==> src/rtl/scan_timer.sv <==
module scan_timer #(
  parameter int CLKS_PER_DOT = 6,
  parameter int DRAW_DOTS    = 256,
  parameter int BLANK_DOTS   = 99,
  parameter int VIS_LINES    = 192,
  parameter int TOTAL_LINES  = 263,
  parameter int LINE_W       = 9
) (
  input  logic              clk,
  input  logic              rst_n,
  input  logic              cmp_wr,
  input  logic [LINE_W-1:0] cmp_data,
  output logic [LINE_W-1:0] line_cnt,
  output logic              hblank,
  output logic              vblank,
  output logic              coinc,
  output logic              draw_start,
  output logic              frame_swap
);
  localparam int LINE_DOTS = DRAW_DOTS + BLANK_DOTS;
  localparam int SUB_W = (CLKS_PER_DOT > 1) ? $clog2(CLKS_PER_DOT) : 1;
  localparam int DOT_W = $clog2(LINE_DOTS);

  logic [SUB_W-1:0]  sub;
  logic [DOT_W-1:0]  dot;
  logic [LINE_W-1:0] line;
  logic [LINE_W-1:0] cmp_q;
  logic [LINE_W-1:0] next_line;
  logic dot_end, draw_end, line_end, line_first;

  assign dot_end    = (sub == SUB_W'(CLKS_PER_DOT - 1));
  assign draw_end   = dot_end && (dot == DOT_W'(DRAW_DOTS - 1));
  assign line_end   = dot_end && (dot == DOT_W'(LINE_DOTS - 1));
  assign next_line  = (line == LINE_W'(TOTAL_LINES - 1)) ? '0 : line + 1'b1;
  assign line_first = (sub == '0) && (dot == '0);

  assign line_cnt   = line;
  assign draw_start = line_first && (line < LINE_W'(VIS_LINES));
  assign frame_swap = line_first && (line == LINE_W'(VIS_LINES));

  always_ff @(posedge clk or negedge rst_n) begin
    if (!rst_n) begin
      sub <= '0;
      dot <= '0;
    end else begin
      sub <= dot_end ? '0 : sub + 1'b1;
      if (dot_end) dot <= line_end ? '0 : dot + 1'b1;
    end
  end

  always_ff @(posedge clk or negedge rst_n) begin
    if (!rst_n) begin
      line   <= '0;
      hblank <= 1'b0;
      vblank <= 1'b0;
      coinc  <= 1'b0;
    end else begin
      if (draw_end) hblank <= 1'b1;
      else if (line_end) hblank <= 1'b0;
      if (line_end) begin
        line  <= next_line;
        coinc <= (next_line == cmp_q);
        if (next_line == LINE_W'(VIS_LINES)) vblank <= 1'b1;
        else if (next_line == LINE_W'(TOTAL_LINES - 1)) vblank <= 1'b0;
      end
    end
  end

  always_ff @(posedge clk or negedge rst_n) begin
    if (!rst_n) cmp_q <= '0;
    else if (cmp_wr) cmp_q <= cmp_data;
  end


  hblank_phase_chk: assert property (@(posedge clk) disable iff (!rst_n)
    hblank == (dot >= DOT_W'(DRAW_DOTS)));


  line_hold_chk: assert property (@(posedge clk) disable iff (!rst_n)
    !line_end |=> $stable(line_cnt));


  line_range_chk: assert property (@(posedge clk) disable iff (!rst_n)
    line_cnt < LINE_W'(TOTAL_LINES));


  vblank_span_chk: assert property (@(posedge clk) disable iff (!rst_n)
    vblank == ((line_cnt >= LINE_W'(VIS_LINES)) && (line_cnt < LINE_W'(TOTAL_LINES - 1))));


  coinc_hold_chk: assert property (@(posedge clk) disable iff (!rst_n)
    !line_end |=> $stable(coinc));


  draw_pulse_chk: assert property (@(posedge clk) disable iff (!rst_n)
    draw_start |-> (!hblank && !vblank));


  swap_pulse_chk: assert property (@(posedge clk) disable iff (!rst_n)
    frame_swap |-> (vblank && !hblank && !draw_start));


  swap_single_chk: assert property (@(posedge clk) disable iff (!rst_n)
    frame_swap |=> !frame_swap);
endmodule

==> config.mk <==
export PLATFORM = sky130hd
export DESIGN_NAME = scan_timer
export DESIGN_NICKNAME = d
export VERILOG_FILES = /design/src/rtl/scan_timer.sv
export SDC_FILE = /design/constraint.sdc
export NUM_CORES = 1
export LEC_CHECK = 0
export BUFFER_PORTS_ARGS = -buffer_cell sky130_fd_sc_hd__buf_2
export CAP_MARGIN = 10
export CORE_ASPECT_RATIO = 0.75
export CORE_MARGIN = 2
export CORE_UTILIZATION = 57
export CTS_BUF_LIST = sky130_fd_sc_hd__clkbuf_16
export CTS_CLUSTER_SIZE = 24
export DETAILED_ROUTE_END_ITERATION = 8
export GPL_TIMING_DRIVEN = 0
export PLACE_DENSITY = 0.75
export REMOVE_ABC_BUFFERS = 1
export SLEW_MARGIN = 10
export SYNTH_ARGS = -nofsm -noshare
export SYNTH_HDL_FRONTEND = slang
export SYNTH_SLANG_ARGS = --single-unit
==> constraint.sdc <==
create_clock -name clk -period 2.36 [get_ports clk]
set_input_delay 0.118 -clock clk [delete_from_list [all_inputs] [get_ports clk]]
set_output_delay 0.118 -clock clk [all_outputs]
set_load 0.005 [all_outputs]
==> flow_metrics.tcl <==
set metrics [dict create \
    min_period_over_period 0.944 \
    peakVddDrop_mv 0.504 \
    wl_mm 4.37 \
    path_buf_inv 0 \
    grt_pass1_vias 1485 \
    maxCapViolCount 0 \
    register_area_um2 826 \
    cpPeakStageDelay_ns 0.57 \
    via_per_inst 6.15 \
    worst_pin_slew_ns 0.732 \
    cts-buffers-inserted 5 \
    yosysSeqAreaShare 0.413 \
    path_delay_family "simple AND/OR/NAND/NOR gates" \
    die_w_um 72.4 \
    slew_violations 0 \
    grt_usage 0.242 \
    finalSetupViolCount 0 \
    hp-class "input pin to register" \
    cp-start-kind "register" \
    syn_avg_cell_area_um2 10.3 \
    root_buffer "clkbuf_16" \
    cp_cell_sequence "ha_1 > nand3_4 > nor3_4 > xnor2_1 > o221a_1 > nand4_1 > o31ai_2" \
    comb_power_share 0.048 \
    wl_met3_um 351 \
    finClkSkew_ns 0.00378 \
    crit_required_ns 2.54 \
    multiInputGateArea_mm2 0.00108 \
    wl_met1_mm 2.00 \
    hold_viol 0 \
    hold_depth 3 \
    drive_above_1_share 0.247 \
    dp_slack_ns 0.191 \
    rows 18 \
    grt_first_pass_wirelength_mm 7.56 \
    core-area_mm2 0.00333 \
    finalCriticalPeriod_ns 2.23 \
    final_cells 259 \
    fin_setup_tns_ns 0 \
    clockPowerShare 0.479 \
    start_util 0.601 \
    synth_warnings 0 \
    reg2regPathDepth 7 \
    p_per_area_mw_per_mm2 559 \
    fmax_mhz 449 \
    critical_path.endpoint_type "register" \
    fillers 264 \
    critPathKind "register to register" \
    layout_commonest_cell "dfrtp_1" \
    num_io_pins 26 \
    cts_tree "done" \
    first_pass_iters 4 \
    whs_ns 0.0708 \
    grt_max_degree 34 \
    top_layer_used "met4" \
    ys_seq_elements 33 \
    clkTransAtPathRegs_ns 0.05 \
    fp.dieH_um 55.3 \
    htreeDepth 2 \
    drtIter0Drc 125 \
    post_cts_buffers 0 \
    path_depth 7 \
    power.total_mw 1.27 \
    numPortBuffers 25 \
    syn_to_final_growth_pct 13.1 \
    p_int_mw 0.996 \
    antenna_found_initial 0 \
    placed_cells 250 \
    ant_nets 0 \
    clk_latency_ns 0.27 \
    p_switching_mw 0.270 \
    synth_cell_types 54 \
    clock_path_buffers 2 \
    dp_hpwl_mm 3.21 \
    slew_headroom 0.512 \
    worstPathArrival_ns 2.41 \
    drc_errors 0 \
    finalWorstSetupSlack_ns 0.132 \
    p_seq_frac 0.473 \
    placed_cell_area_mm2 0.00211 \
    synthCells 195 \
    fin_util 0.679 \
    wl_met2_mm 2.01 \
    crit_path_top_delay_cell "dfrtp_1" \
    antennaDiodeCount 0 \
    wire_per_inst_um 16.9 \
    swShare 0.213 \
    design_area_mm2 0.00226 \
    final_cell_mix "dfrtp_1, buf_2, nand2_1, xnor2_1" \
    grt_remaining_overflow 0 \
    dieArea_mm2 0.00401 \
    status "complete, no violations" \
    cts.sinks 33 \
    gp_routability_congestion 0.955 \
    netlist_area_mm2 0.00200 \
    nets 237 \
    crit_fanout 10 \
    p_leak_nw 1.01 \
    vias 1593 \
]
worst register-to-register path, cell delays in order, from the launching register on:
cell and delay, ns:
dfrtp_1 0.57, ha_1 0.35, nand3_4 0.16, nor3_4 0.28
xnor2_1 0.19, o221a_1 0.23, nand4_1 0.13, o31ai_2 0.23
routing by layer:
metal | GRT usage | vias up
met5 | 0 | -
met4 | 0.0661 | 0
met3 | 0.0511 | 2
met2 | 0.342 | 82
met1 | 0.376 | 758
li1 | - | 751
synth_stat cells (all sizes together):
library cell,number,area share
a211oi,3,0.014
a21oi,4,0.010
a22o,2,0.0088
a31oi,2,0.0062
a32oi,1,0.0044
a41o,1,0.0050
a41oi,2,0.0088
and3,2,0.0062
and3b,1,0.0044
and4,1,0.0044
and4bb,1,0.0062
buf,9,0.032
clkbuf,1,0.0019
dfrtp,33,0.41
ha,7,0.044
inv,10,0.019
mux2,9,0.051
mux2i,2,0.010
nand2,17,0.033
nand2b,1,0.0031
nand3,10,0.034
nand4,9,0.039
nor2,12,0.026
nor2b,2,0.0062
nor3,4,0.016
nor3b,1,0.0038
nor4,3,0.020
nor4b,1,0.0044
nor4bb,1,0.0050
o211ai,1,0.0038
o21a,1,0.0038
o21ai,13,0.034
o221a,1,0.0056
o22ai,1,0.0031
o31ai,4,0.017
o32ai,1,0.0044
or3,2,0.0062
xnor2,13,0.057
xor2,6,0.026
final timing paths:
kind                                               from                    to  slack (ns)
worst max-delay path            line_cnt[0]$_DFFE_PN0N_     coinc$_DFFE_PN0N_        0.13
worst min-delay path                        cmp_data[8]  cmp_q[8]$_DFFE_PN0P_        0.07
worst max register to register  line_cnt[0]$_DFFE_PN0N_     coinc$_DFFE_PN0N_        0.13
worst min register to register         sub[2]$_DFF_PN0_      sub[2]$_DFF_PN0_        0.50
max in group asynchronous                         rst_n    dot[4]$_DFFE_PN0P_        1.45
min in group asynchronous                         rst_n  cmp_q[1]$_DFFE_PN0P_        0.45
area by class of cell:
cell class,instances,area share
inverter,10,0.0166
clock buffer,5,0.0553
clock inverter,3,0.00608
timing repair buffer,26,0.0597
multi-input combinational,142,0.475
sequential,33,0.365
tap,40,0.0221
repair_timing:
| action | 4_1_cts | 5_1_grt |
|---|---|---|
| setup endpoints to repair | 0 | 1 |
| endpoints found under the hold margin | 33 | 0 |
| hold buffers | 1 | 0 |
| resized for setup | 0 | 1 |
power by group through the flow:
stage                     combinational, mW  clock [mW]  sequential [mW]
after detailed placement             0.0611           0            0.608
after CTS                            0.0626       0.609            0.598
after global placement               0.0579           0            0.606
after floorplan                      0.0346           0            0.602
final                                0.0613       0.606            0.599
after global routing                 0.0699       0.645            0.601
registers in the layout, summed over array words and instances, names as in the netlist:
name      flops
coinc         1
hblank        1
dot           9
vblank        1
cmp_q         9
sub           3
line_cnt      9
logic make-up after synthesis:
group                    synth area share
XOR/XNOR                           0.0831
AND/OR/NAND/NOR                     0.218
buffers and inverters              0.0531
adder cells (fa/ha/maj)            0.0437
AO/OA/AOI/OAI                       0.129
flip-flops                          0.412
multiplexers                       0.0606
No activity file was read; power rests on OpenSTA's default activity.
